File: config.mk
export PLATFORM = sky130hd
export DESIGN_NAME = ic_capture_unit
export DESIGN_NICKNAME = d
export VERILOG_FILES = /design/src/rtl/ic_pkg.sv /design/src/rtl/ic_sync.sv /design/src/rtl/ic_filter.sv /design/src/rtl/ic_edge.sv /design/src/rtl/ic_capture_unit.sv
export SDC_FILE = /design/constraint.sdc
export NUM_CORES = 1
export LEC_CHECK = 0
export BUFFER_PORTS_ARGS = -buffer_cell sky130_fd_sc_hd__buf_2
export CORE_UTILIZATION = 40
export DETAILED_ROUTE_END_ITERATION = 10
export PLACE_DENSITY = 0.79
export SLEW_MARGIN = 10
export SYNTH_ARGS = -nofsm -noshare
export SYNTH_HDL_FRONTEND = slang
export SYNTH_SLANG_ARGS = --single-unit
File: constraint.sdc
create_clock -name clk -period 1.9 [get_ports clk]
set_clock_uncertainty 0.2 [all_clocks]
set_input_delay 0.095 -clock clk [delete_from_list [all_inputs] [get_ports clk]]
set_output_delay 0.095 -clock clk [all_outputs]
set_load 0.01 [all_outputs]
File: src/rtl/ic_pkg.sv
package ic_pkg;
  localparam int unsigned IC_SYNC_STAGES = 2;
  localparam int unsigned IC_FILT_TAPS   = 4;
  typedef enum logic { SRC_PIN = 1'b0, SRC_CMP = 1'b1 } ic_src_e;
endpackage

File: src/rtl/ic_sync.sv
module ic_sync #(
  parameter int unsigned STAGES = 2
) (
  input  logic clk,
  input  logic rst_n,
  input  logic d_i,
  output logic q_o
);
  logic [STAGES-1:0] chain_q;

  always_ff @(posedge clk or negedge rst_n) begin
    if (!rst_n) chain_q <= '0;
    else        chain_q <= {chain_q[STAGES-2:0], d_i};
  end

  assign q_o = chain_q[STAGES-1];
endmodule

File: src/rtl/ic_filter.sv
module ic_filter #(
  parameter int unsigned TAPS = 4
) (
  input  logic clk,
  input  logic rst_n,
  input  logic en_i,
  input  logic d_i,
  output logic q_o
);
  logic [TAPS-1:0] hist_q;
  logic            held_q;
  logic            agreed;

  always_ff @(posedge clk or negedge rst_n) begin
    if (!rst_n) begin
      hist_q <= '0;
      held_q <= 1'b0;
    end else begin
      hist_q <= {hist_q[TAPS-2:0], d_i};
      held_q <= q_o;
    end
  end

  // Output moves only once every tap holds the same level.
  always_comb begin
    if (&hist_q)       agreed = 1'b1;
    else if (~|hist_q) agreed = 1'b0;
    else               agreed = held_q;
  end

  assign q_o = en_i ? agreed : d_i;
endmodule

File: src/rtl/ic_edge.sv
module ic_edge (
  input  logic clk,
  input  logic rst_n,
  input  logic lvl_i,
  input  logic rise_i,
  output logic hit_o
);
  logic prev_q;

  always_ff @(posedge clk or negedge rst_n) begin
    if (!rst_n) prev_q <= 1'b0;
    else        prev_q <= lvl_i;
  end

  assign hit_o = rise_i ? (lvl_i & ~prev_q) : (~lvl_i & prev_q);
endmodule

File: src/rtl/ic_capture_unit.sv
module ic_capture_unit #(
  parameter int unsigned CNT_W       = 16,
  parameter int unsigned SYNC_STAGES = ic_pkg::IC_SYNC_STAGES,
  parameter int unsigned FILT_TAPS   = ic_pkg::IC_FILT_TAPS
) (
  input  logic             clk,
  input  logic             rst_n,
  input  logic [CNT_W-1:0] cnt_i,
  input  logic             cap_pin_i,
  input  logic             cmp_i,
  input  logic             src_sel_i,
  input  logic             edge_rise_i,
  input  logic             filt_en_i,
  input  logic             top_mode_i,
  input  logic             irq_en_i,
  input  logic             irq_ack_i,
  input  logic             flag_wr1_i,
  output logic [CNT_W-1:0] cap_value_o,
  output logic             cap_flag_o,
  output logic             irq_o
);
  import ic_pkg::*;

  localparam int unsigned NSRC = 2;

  logic [NSRC-1:0] raw_src;
  logic [NSRC-1:0] sync_src;
  logic            sel_lvl;
  logic            filt_lvl;
  logic            edge_hit;
  logic            cap_evt;
  logic [CNT_W-1:0] cap_q;
  logic            flag_q;

  assign raw_src[SRC_PIN] = cap_pin_i;
  assign raw_src[SRC_CMP] = cmp_i;

  for (genvar g = 0; g < NSRC; g++) begin : g_sync
    ic_sync #(.STAGES(SYNC_STAGES)) u_sync (
      .clk   (clk),
      .rst_n (rst_n),
      .d_i   (raw_src[g]),
      .q_o   (sync_src[g])
    );
  end

  // Source mux sits ahead of the filter, so a switch looks like an edge.
  assign sel_lvl = (ic_src_e'(src_sel_i) == SRC_CMP) ? sync_src[SRC_CMP] : sync_src[SRC_PIN];

  ic_filter #(.TAPS(FILT_TAPS)) u_filt (
    .clk   (clk),
    .rst_n (rst_n),
    .en_i  (filt_en_i),
    .d_i   (sel_lvl),
    .q_o   (filt_lvl)
  );

  ic_edge u_edge (
    .clk    (clk),
    .rst_n  (rst_n),
    .lvl_i  (filt_lvl),
    .rise_i (edge_rise_i),
    .hit_o  (edge_hit)
  );

  assign cap_evt = edge_hit & ~top_mode_i;

  always_ff @(posedge clk or negedge rst_n) begin
    if (!rst_n) begin
      cap_q  <= '0;
      flag_q <= 1'b0;
    end else begin
      if (cap_evt) cap_q <= cnt_i;
      // Capture has priority over both clear paths.
      if (cap_evt)                      flag_q <= 1'b1;
      else if (irq_ack_i || flag_wr1_i) flag_q <= 1'b0;
    end
  end

  assign cap_value_o = cap_q;
  assign cap_flag_o  = flag_q;
  assign irq_o       = flag_q & irq_en_i;
endmodule

== Word-level counts from Yosys, hierarchy flattened ==
Index checks and enable logic that the tools add are counted.

* Word-level logic and storage cells: 24
* Input port bits: 27
* Memory bits (writable): 0
* Register bits: 26
* Bits in latches: 0
* Memories kept: 0
* Memory bits (read-only): 0
* Output and inout bits: 18

* Mux-type cells: 7
* Equal/unequal tests: 0
* Shift-type cells: 0
* Div/mod/pow operators: 0
* Multipliers: 0
* Bitwise logic cells: 7
* Reduce and logical (&&, ||, !) cells: 4
* Magnitude comparators: 0
* $add $sub $neg: 0

{| class="wikitable"
|+ Operator list
! kind !! count
|-
| $mux W1 || 7
|-
| $and A1 B1 Y1 || 4
|-
| $reduce_and A4 Y1 || 1
|-
| $reduce_or A4 Y1 || 1
|-
| $not A1 Y1 || 3
|-
| $reduce_bool A2 Y1 || 1
|-
| $logic_or A1 B1 Y1 || 1
|}

== Logic depth before layout (Yosys ltp) ==
Gate-level depths: netlist (run 1).

* Word-level depth: 9
* Depth in mapped cells: 5
* Depth with buffers taken out: 4

== By module ==
From an unflattened synthesis (run 1), not the netlist that was laid out.

* Cells, all modules: 58
* Area, all modules: 1017.2 µm²

{| class="wikitable"
|+ By module, submodules not included
! module !! sequential area each (µm²) !! instances !! area each (µm²) !! cells each
|-
| ic_capture_unit || 425.4 || 1 || 714.4 || 40
|-
| ic_filter || 125.1 || 1 || 155.1 || 10
|-
| ic_sync || 50.0 || 2 || 50.0 || 2
|-
| ic_edge || 25.0 || 1 || 47.5 || 4
|}

== Worst setup path before layout (run 1) ==
Ideal clock, no wire load.

* Path kind: register -> register
* Start point: register u_filt.hist_q[2]
* End point: register cap_q[0], in the netlist cap_value_o[0]
* Library setup time: 125 ps
* Clock period less this slack: 1873 ps
* Required time: 1575 ps
* Path buffers: 1
* Stages on the path, launching flop included: 6
* Data arrival time: 1548 ps
* Path slack: 27 ps
* Path through: dfrtp_1 and3_2 a2bb2oi_2 o41ai_4 buf_6 mux2_2

* Word-level cells in the longest chain between the ends: 8
* Elaborated cells on any way between the ends: 10
* Classes of those cells: mux: 4; bitwise: 4; reduce/logical: 2

{| class="wikitable"
|+ Ends and longest elaborated chain
! item !! RTL line !! text
|-
| start: declaration || ic_filter.sv:10 || <nowiki>logic [TAPS-1:0] hist_q;</nowiki>
|-
| start signal: assignment || ic_filter.sv:19 || <nowiki>hist_q <= {hist_q[TAPS-2:0], d_i};</nowiki>
|-
| $reduce_or A4 Y1 || ic_filter.sv:27 || <nowiki>else if (~|hist_q) agreed = 1'b0;</nowiki>
|-
| $mux W1 || ic_filter.sv:27 ||
|-
| $mux W1 (*) || ic_filter.sv:26 || <nowiki>if (&hist_q) agreed = 1'b1;</nowiki>
|-
| $mux W1 (*) || ic_filter.sv:31 || <nowiki>assign q_o = en_i ? agreed : d_i;</nowiki>
|-
| $not A1 Y1 || ic_edge.sv:15 || <nowiki>assign hit_o = rise_i ? (lvl_i & ~prev_q) : (~lvl_i & prev_q);</nowiki>
|-
| $and A1 B1 Y1 || ic_edge.sv:15 ||
|-
| $mux W1 (*) || ic_edge.sv:15 ||
|-
| $and A1 B1 Y1 (*) || ic_capture_unit.sv:66 || <nowiki>assign cap_evt = edge_hit & ~top_mode_i;</nowiki>
|-
| end signal: assignment || ic_capture_unit.sv:73 || <nowiki>if (cap_evt) cap_q <= cnt_i;</nowiki>
|-
| end: declaration || ic_capture_unit.sv:32 || <nowiki>logic [CNT_W-1:0] cap_q;</nowiki>
|}

Mark *: on every way between the ends. The rest lies on a longest branch, timed or not.
A chain may end at the register's enable or synchronous reset.

== Final worst setup path (run 1) ==
* Start point: register u_filt.hist_q[1]
* End point: register cap_q[2], in the netlist cap_value_o[2]

The elaborated chain is that of the path after synthesis.

==> impl_metrics.env, run 1 <==
export IMPL_dieArea_um2=2657
export IMPL_syn_area_um2=982.2
export IMPL_hpwl_um=1445
export IMPL_synth_seq_cells=26
export IMPL_status="finished with violations"
export IMPL_die_height_um=51.55
export IMPL_synth_nets=87
export IMPL_powerDensity_nw_per_um2=908.4
export IMPL_cts_buffers=3
export IMPL_p_sw_mw=0.4398
export IMPL_grt_setup_unrepaired="yes"
export IMPL_crit_required_ps=1900
export IMPL_relSlewSlack_pct=63.19
export IMPL_synth_seq_area_share_pct=66.24
export IMPL_power_mw=1.538
export IMPL_drtIter0Drc=4
export IMPL_synthCells=60
export IMPL_antennaDiodeCount=0
export IMPL_p_comb_share_pct=35.9
export IMPL_syn_mean_instance_area_um2=16.37
export IMPL_report_final_slew_viol_count=0
export IMPL_first_pass_iters=4
export IMPL_clock_tree_root_cell="clkbuf_4"
export IMPL_r2r_slack_ps=-120
export IMPL_crit_arrival_ps=2020
export IMPL_path_max_fanout=6
export IMPL_path_class="reg2reg"
export IMPL_grt_max_degree=27
export IMPL_p_int_mw=1.098
export IMPL_fp_coreArea_um2=2255
export IMPL_vias=810
export IMPL_switching_share_pct=28.60
export IMPL_overflow=0
export IMPL_nNetsFinal=172
export IMPL_drc=0
export IMPL_antenna_found_initial=0
export IMPL_grt_pass1_vias=833
export IMPL_num_rows=17
export IMPL_critPathCaptureType="flop"
export IMPL_synth_common_cells="dfrtp_1, mux2_2, inv_1"
export IMPL_fin_ws_ps=-119.6
export IMPL_drive_above_1_share_pct=58.74
export IMPL_fin_crit_sh_pct=106.3
export IMPL_wl_per_cell_um=15.93
export IMPL_clk_pin_slew_worst_paths_ps=130
export IMPL_synth_edff_count=0
export IMPL_worstMarginPinSlew_ps=552.2
export IMPL_synth_distinct_cells=19
export IMPL_antenna_left=0
export IMPL_htree_levels=1
export IMPL_cts_num_sinks=26
export IMPL_hold_class="in2reg"
export IMPL_fmax_mhz=495.1
export IMPL_vdd_ir_drop_worst_v=0.0006497
export IMPL_hold_ws_ps=90.61
export IMPL_min_period_ps=2020
export IMPL_die_w_um=51.55
export IMPL_area_growth_syn_to_layout_pct=72.36
export IMPL_wl_um=2724
export IMPL_hold_viol=0
export IMPL_synth_top_area_share_pct=66.24
export IMPL_track_usage_pct=22.62
export IMPL_start_util_pct=43.56
export IMPL_portBuffers=44
export IMPL_vias_per_cell=4.737
export IMPL_insertion_delay_ps=300
export IMPL_cts_tree="yes"
export IMPL_synth_area_leaders="dfrtp_1, mux2_2, o41ai_4"
export IMPL_io_pins=45
export IMPL_grt_pass1_wl_um=4153
export IMPL_cts_max_path_buffers=2
export IMPL_drv_cap=0
export IMPL_setup_viol=16
export IMPL_yosys_warnings=0
export IMPL_synth_flop_cell="dfrtp_1"
export IMPL_clkPwrFrac_pct=14.3
export IMPL_cp_start_kind="flop"
export IMPL_leakage_nw=0.8616
export IMPL_synth_area_leader_cell="dfrtp_1"
export IMPL_synth_most_common_cell="dfrtp_1"
export IMPL_violations="setup timing"
export IMPL_seqPwrFrac_pct=49.8
export IMPL_postSynth_asyncResetShare_pct=100.0
export IMPL_gp_congestion=0.6742
[power groups by stage]
stage	clock network, mW	registers [mW]	logic [mW]
final	0.219	0.766	0.553
after global routing	0.258	0.781	0.589
after detailed placement	0	0.764	0.407
after CTS	0.229	0.758	0.527
after global placement	0	0.755	0.391
after floorplan	0	0.822	0.139
[placed cells by master, fill, tap and decap left out]
| master | Yosys | final |
|---|---|---|
| buf_2 | 0 | 44 |
| dfrtp_1 | 26 | 26 |
| dlygate4sd3_1 | 0 | 23 |
| mux2_4 | 0 | 16 |
| buf_6 | 1 | 7 |
| buf_4 | 0 | 7 |
| clkbuf_4 | 0 | 3 |
| inv_1 | 2 | 2 |
| o41ai_4 | 1 | 2 |
| mux2i_2 | 0 | 1 |
| and3_2 | 1 | 1 |
| o21ai_0 | 1 | 1 |
| or3_1 | 1 | 1 |
| a21oi_1 | 1 | 1 |
| o22ai_1 | 1 | 1 |
| and2_1 | 1 | 1 |
| and2_2 | 1 | 1 |
| a2bb2oi_2 | 1 | 1 |
| nor3b_1 | 1 | 1 |
| o211ai_1 | 1 | 1 |
| nor2_1 | 1 | 1 |
| a21o_2 | 1 | 1 |
[timing repair]
| item | 4_1_cts | 5_1_grt |
|---|---|---|
| gates resized for setup | 20 | 7 |
| hold endpoints to repair | 47 | 0 |
| buffers inserted | 4 | 2 |
| hold buffers | 23 | 0 |
| pin swaps | 3 | 2 |
| cloned | 1 | 0 |
| endpoints found under the setup margin | 17 | 17 |
[cells by family (layout without fill, tap and decap cells)]
group                  Yosys count  in the layout  share of synthesized area [%]
flip-flops                      26             26                          66.24
AND/OR/NAND/NOR                  6              6                          3.950
buffers and inverters            3             86                          1.911
multiplexers                    17             17                          19.36
AO/OA/AOI/OAI                    8              8                          8.535
[final timing paths]
path                                              from                           to  cells past startpoint
max                                   u_filt.hist_q[1]               cap_value_o[2]                      6
min                                          src_sel_i                u_edge.prev_q                      4
max reg2reg                           u_filt.hist_q[1]               cap_value_o[2]                      6
min reg2reg                g_sync[0].u_sync.chain_q[0]  g_sync[0].u_sync.chain_q[1]                      0
max in group asynchronous                        rst_n               cap_value_o[2]                      2
min in group asynchronous                        rst_n  g_sync[0].u_sync.chain_q[1]                      2
[registers in the layout, indices dropped and copies added (netlist names)]
signal and flops:
cap_value_o 16, cap_flag_o 1, g_sync.u_sync.chain_q 4, u_edge.prev_q 1
u_filt.hist_q 4
[through the flow]
stage	std cells	instance area (um^2)	TNS, ps	utilization (%)	worst slack [ps]
after floorplan	60	982.2	0	-	26.91
after global placement	138	1279	-4176	56.71	-263.0
after detailed placement	138	1279	-5128	56.71	-330.3
after CTS	169	1652	-1437	73.25	-109.2
after global routing	171	1693	-3086	75.08	-223.5
final	171	1693	-1564	75.08	-119.6
[layout make-up]
| cell class | instances | area [um^2] |
|---|---|---|
| sequential | 26 | 650.6 |
| timing repair buffer | 81 | 581.8 |
| fill | 148 | 561.8 |
| multi-input combinational | 31 | 395.4 |
| tap | 28 | 35.03 |
| clock buffer | 3 | 22.52 |
| inverter | 2 | 7.507 |
[layer usage]
metal / global-route usage, % / vias to the layer above / wire (um)
li1: - / 384 / -
met1: 25.63 / 394 / 1087
met2: 41.13 / 24 / 1466
met3: 2.924 / 8 / 80
met4: 11.71 / 0 / 89
met5: 0 / - / 0
[critical path: stages, from the launching register on]
cell and delay (ps):
dfrtp_1 420, buf_6 140, o41ai_4 320, o211ai_1 180, o41ai_4 130, buf_6 220, mux2_4 310
No activity file was read; power rests on OpenSTA's default activity.
==> run 2, diff against run 1 <==
--- a/config.mk
+++ b/config.mk
@@ -8,6 +8,7 @@
 export BUFFER_PORTS_ARGS = -buffer_cell sky130_fd_sc_hd__buf_2
 export CORE_UTILIZATION = 40
 export DETAILED_ROUTE_END_ITERATION = 10
+export MAX_ROUTING_LAYER = met4
 export PLACE_DENSITY = 0.79
 export SLEW_MARGIN = 10
 export SYNTH_ARGS = -nofsm -noshare
==> run 2 against run 1 <==
The flow still finishes with violations (setup timing). Non-clock buffer count is the same. Flip-flop and latch count unchanged. Clock power about the same. Sequential power hardly changed. Fmax increased by 0.11%. Cell count did not move. Critical endpoint unchanged.
==> impl_metrics.env, run 2 (synthesis gave the netlist of run 1 again) <==
export IMPL_min_period_ps=2017
export IMPL_critPathCaptureType="flop"
export IMPL_crit_required_ps=1900
export IMPL_vias_per_cell=4.713
export IMPL_powerDensity_nw_per_um2=908.5
export IMPL_antennaDiodeCount=0
export IMPL_hold_ws_ps=90.91
export IMPL_first_pass_iters=4
export IMPL_r2r_start="u_filt.hist_q[1]"
export IMPL_critPathLaunch="u_filt.hist_q[1]"
export IMPL_grt_pass1_vias=832
export IMPL_hpwl_um=1445
export IMPL_cp_start_kind="flop"
export IMPL_largest_reg_flops=16
export IMPL_cts_buffers=3
export IMPL_r2r_slack_ps=-120
export IMPL_worst_r2r_cell_count=6
export IMPL_fmax_mhz=495.7
export IMPL_hold_class="in2async"
export IMPL_nNetsFinal=172
export IMPL_cts_max_path_buffers=2
export IMPL_track_usage_pct=23.30
export IMPL_overflow=0
export IMPL_hold_viol=0
export IMPL_gp_congestion=0.6809
export IMPL_clk_pin_slew_worst_paths_ps=130
export IMPL_num_rows=17
export IMPL_io_pins=45
export IMPL_path_max_fanout=6
export IMPL_drive_above_1_share_pct=58.74
export IMPL_final_cell_mix="buf_2, dfrtp_1, dlygate4sd3_1"
export IMPL_clock_tree_root_cell="clkbuf_4"
export IMPL_worstMarginPinSlew_ps=547.7
export IMPL_antenna_found_initial=0
export IMPL_violations="setup timing"
export IMPL_final_common_cell="buf_2"
export IMPL_wl_per_cell_um=15.94
export IMPL_fin_crit_sh_pct=106.2
export IMPL_cts_tree="yes"
export IMPL_fin_ws_ps=-117.3
export IMPL_vias=806
export IMPL_grt_setup_unrepaired="yes"
export IMPL_design_area_um2=1693
export IMPL_grt_pass1_wl_um=4153
export IMPL_dpl_instance_area_um2=1279
export IMPL_grt_util_met3_pct=2.924
export IMPL_use_met1_pct=25.82
export IMPL_crit_arrival_ps=2020
export IMPL_report_final_slew_viol_count=0
export IMPL_cts_num_sinks=26
export IMPL_path_class="reg2reg"
export IMPL_grt_max_degree=27
export IMPL_insertion_delay_ps=300
export IMPL_drc=0
export IMPL_vdd_ir_drop_worst_v=0.0006504
export IMPL_fp_coreArea_um2=2255
export IMPL_dieArea_um2=2657
export IMPL_met2_usage_pct=41.13
export IMPL_wl_um=2725
export IMPL_portBuffers=44
export IMPL_status="finished with violations"
export IMPL_die_w_um=51.55
export IMPL_drtIter0Drc=4
export IMPL_start_util_pct=43.56
export IMPL_area_growth_syn_to_layout_pct=72.36
export IMPL_grt_most_used_layer="met2"
export IMPL_drv_cap=0
export IMPL_setup_viol=16
export IMPL_leakage_nw=0.8616
export IMPL_antenna_left=0
export IMPL_rr_endpoint="cap_value_o[2]"
export IMPL_htree_levels=1
export IMPL_die_height_um=51.55
export IMPL_relSlewSlack_pct=63.49
[run 2: routing by layer]
metal | vias up | wire length, um
li1 | 384 | -
met1 | 388 | 1078
met2 | 26 | 1472
met3 | 8 | 84
met4 | 0 | 89
met5 | - | 0
[run 2: repair_timing]
item	CTS	global route
endpoints found under the hold margin	47	0
gates resized for setup	20	7
hold buffers	23	0
gates cloned	1	0
setup buffers	4	2
pin swaps	3	2
setup endpoints to repair	17	17
[run 2: critical path, stage by stage (launching register included)]
cell and delay (ps):
dfrtp_1 420, buf_6 140, o41ai_4 320, o211ai_1 180, o41ai_4 130, buf_6 220
mux2_4 310
[run 2: worst max-delay path by stage]
stage,cells after the start,slack (ps),end
floorplan,5,30,cap_value_o[0]
global placement,4,-260,cap_value_o[15]
detailed placement,4,-330,cap_value_o[0]
CTS,6,-110,cap_value_o[12]
global route,6,-220,cap_value_o[2]
finish,6,-120,cap_value_o[2]
[run 2: where the power goes]
part / internal, mW / leakage (nW) / switching, mW
Clock: 0.0740 / 0.0138 / 0.146
Combinational: 0.337 / 0.538 / 0.215
Sequential: 0.687 / 0.310 / 0.0790
Total: 1.10 / 0.862 / 0.440
[run 2: stage by stage]
step                      power (mW)  cells  TNS (ps)  util, %  setup slack (ps)
final                          1.538    171     -1546    75.08            -117.3
after global routing           1.627    171     -3060    75.08            -219.1
after detailed placement       1.170    138     -5128    56.71            -330.3
after CTS                      1.514    169     -1437    73.25            -109.2
after global placement         1.146    138     -4176    56.71            -263.0
after floorplan               0.9611     60         0        -             26.91
[run 2: final cells by class]
cell class,count,area (um^2)
Inverter,2,7.507
Multi-Input combinational cell,31,395.4
Tap cell,28,35.03
Sequential cell,26,650.6
Fill cell,148,561.8
Timing Repair Buffer,81,581.8
Clock buffer,3,22.52
==> run 3, diff against run 2 <==
--- a/config.mk
+++ b/config.mk
@@ -9,7 +9,7 @@
 export CORE_UTILIZATION = 40
 export DETAILED_ROUTE_END_ITERATION = 10
 export MAX_ROUTING_LAYER = met4
-export PLACE_DENSITY = 0.79
+export PLACE_DENSITY = 0.83
 export SLEW_MARGIN = 10
 export SYNTH_ARGS = -nofsm -noshare
 export SYNTH_HDL_FRONTEND = slang
==> run 3 against run 2 <==
The run still ends with setup timing left. Worst setup slack got worse by 67 ps. Routed wire length increased by 9.7%. Clock power grew 30%. Power is 4.9% higher. Utilization decreased by 0.056 points. Combinational power hardly changed. Sequential share of layout area hardly changed. First-iteration DRC count is the same. Via count increased by 0.12%. Non-clock buffer count fell by 3. Count of clock-buffer cells in the layout is 1 higher. Largest power group unchanged. Fmax down 3.2%.
==> impl_metrics.env, run 3 (synthesis gave the netlist of run 1 again) <==
export IMPL_final_core_util_pct=75.03
export IMPL_worst_r2r_cell_count=6
export IMPL_antenna_left=0
export IMPL_cp_num_buf_inv=2
export IMPL_track_usage_pct=20.45
export IMPL_nNetsFinal=169
export IMPL_cts_buffers=3
export IMPL_min_period_ps=2084
export IMPL_worstMarginPinSlew_ps=582.8
export IMPL_vdd_ir_drop_worst_v=0.0007011
export IMPL_final_common_cell="buf_2"
export IMPL_grt_max_degree=27
export IMPL_dieArea_um2=2657
export IMPL_report_final_slew_viol_count=0
export IMPL_clk_pin_slew_worst_paths_ps=140
export IMPL_antenna_found_initial=0
export IMPL_dp_cells=138
export IMPL_fmax_mhz=479.9
export IMPL_leakage_nw=0.8588
export IMPL_start_util_pct=43.56
export IMPL_drc=0
export IMPL_cp_top_family="compound AO/OA/AOI/OAI gates"
export IMPL_vias_per_cell=4.775
export IMPL_cp_common_cell="o41ai_4"
export IMPL_path_max_fanout=8
export IMPL_wl_per_cell_um=17.69
export IMPL_crit_path_max_incr_delay_ps=430
export IMPL_area_growth_syn_to_layout_pct=72.23
export IMPL_drv_cap=0
export IMPL_drive_above_1_share_pct=57.45
export IMPL_powerDensity_nw_per_um2=953.7
export IMPL_instances_no_fill=169
export IMPL_wl_um=2989
export IMPL_fp_coreArea_um2=2255
export IMPL_htree_levels=1
export IMPL_crit_arrival_ps=2120
export IMPL_num_rows=17
export IMPL_r2r_slack_ps=-180
export IMPL_crit_required_ps=1930
export IMPL_die_height_um=51.55
export IMPL_grt_setup_unrepaired="yes"
export IMPL_drtIter0Drc=4
export IMPL_relSlewSlack_pct=61.15
export IMPL_r2r_start="u_filt.hist_q[2]"
export IMPL_insertion_delay_ps=330
export IMPL_overflow=0
export IMPL_cts_tree="yes"
export IMPL_final_cell_mix="buf_2, dfrtp_1, dlygate4sd3_1"
export IMPL_fin_crit_sh_pct=109.7
export IMPL_die_w_um=51.55
export IMPL_hold_class="in2async"
export IMPL_clock_tree_root_cell="clkbuf_4"
export IMPL_rr_endpoint="cap_value_o[6]"
export IMPL_antennaDiodeCount=0
export IMPL_gp_congestion=0.7237
export IMPL_critPathSlowestCell="dfrtp_1"
export IMPL_grt_pass1_vias=810
export IMPL_cp_start_kind="flop"
export IMPL_critPathCaptureType="flop"
export IMPL_path_class="reg2reg"
export IMPL_grt_pass1_wl_um=3677
export IMPL_first_pass_iters=4
export IMPL_path_cells="buf_6 -> o41ai_4 -> o211ai_1 -> o41ai_4 -> clkbuf_16 -> mux2_4"
export IMPL_largest_reg_flops=16
export IMPL_status="finished with violations"
export IMPL_hpwl_um=1432
export IMPL_fin_ws_ps=-183.8
export IMPL_cts_num_sinks=26
export IMPL_violations="setup timing"
export IMPL_setup_viol=16
export IMPL_vias=807
export IMPL_cts_max_path_buffers=2
export IMPL_io_pins=45
export IMPL_portBuffers=44
export IMPL_hold_viol=0
-- run 3: layout make-up --
class	instances	area, um^2
Sequential cell	26	650.6
Timing Repair Buffer	78	570.5
Fill cell	165	563.0
Multi-Input combinational cell	31	391.6
Clock buffer	4	36.28
Tap cell	28	35.03
Inverter	2	7.507
-- run 3: power by group --
group	leakage, nW	switching (mW)	internal (mW)
combinational	0.528	0.221	0.333
clock	0.0210	0.168	0.118
sequential	0.310	0.0865	0.687
-- run 3: worst max-delay path by stage --
| stage | end | slack [ps] | cells after the start | from |
|---|---|---|---|---|
| floorplan | cap_value_o[0] | 30 | 5 | u_filt.hist_q[2] |
| global placement | cap_value_o[14] | -260 | 4 | u_filt.hist_q[2] |
| detailed placement | cap_value_o[1] | -370 | 4 | u_filt.hist_q[2] |
| CTS | cap_value_o[1] | -150 | 6 | u_filt.hist_q[1] |
| global route | cap_value_o[7] | -230 | 6 | u_filt.hist_q[2] |
| finish | cap_value_o[6] | -180 | 6 | u_filt.hist_q[2] |
-- run 3: metal layers --
| metal | up-vias | wire length [um] | GRT usage [%] |
|---|---|---|---|
| met5 | - | 0 | - |
| met4 | 0 | 77 | 5.405 |
| met3 | 6 | 89 | 5.848 |
| met2 | 22 | 1737 | 37.45 |
| met1 | 402 | 1084 | 21.40 |
| li1 | 377 | - | - |
-- run 3: metrics by stage --
step	setup WS (ps)	hold WS (ps)	total power, mW	area (um^2)	setup TNS [ps]
final	-183.8	76.89	1.613	1692	-2430
after global placement	-257.7	-99.96	1.146	1279	-4086
after CTS	-148.1	89.90	1.479	1573	-2166
after floorplan	26.91	-400.6	0.9611	982.2	0
after global routing	-226.6	109.4	1.681	1692	-3116
after detailed placement	-374.7	-86.02	1.166	1279	-5950
-- run 3: what timing repair did --
| item | in CTS | in global routing |
|---|---|---|
| cloned | 0 | 1 |
| hold buffers | 23 | 0 |
| pin swaps | 2 | 2 |
| hold endpoints to repair | 47 | 0 |
| resized for setup | 1 | 19 |
| endpoints found under the setup margin | 17 | 16 |
| buffers inserted | 1 | 2 |
-- run 3: worst register-to-register path, stage by stage (launching register included) --
cell and delay (ps):
dfrtp_1 430, buf_6 130, o41ai_4 340, o211ai_1 190, o41ai_4 130, clkbuf_16 260
mux2_4 310
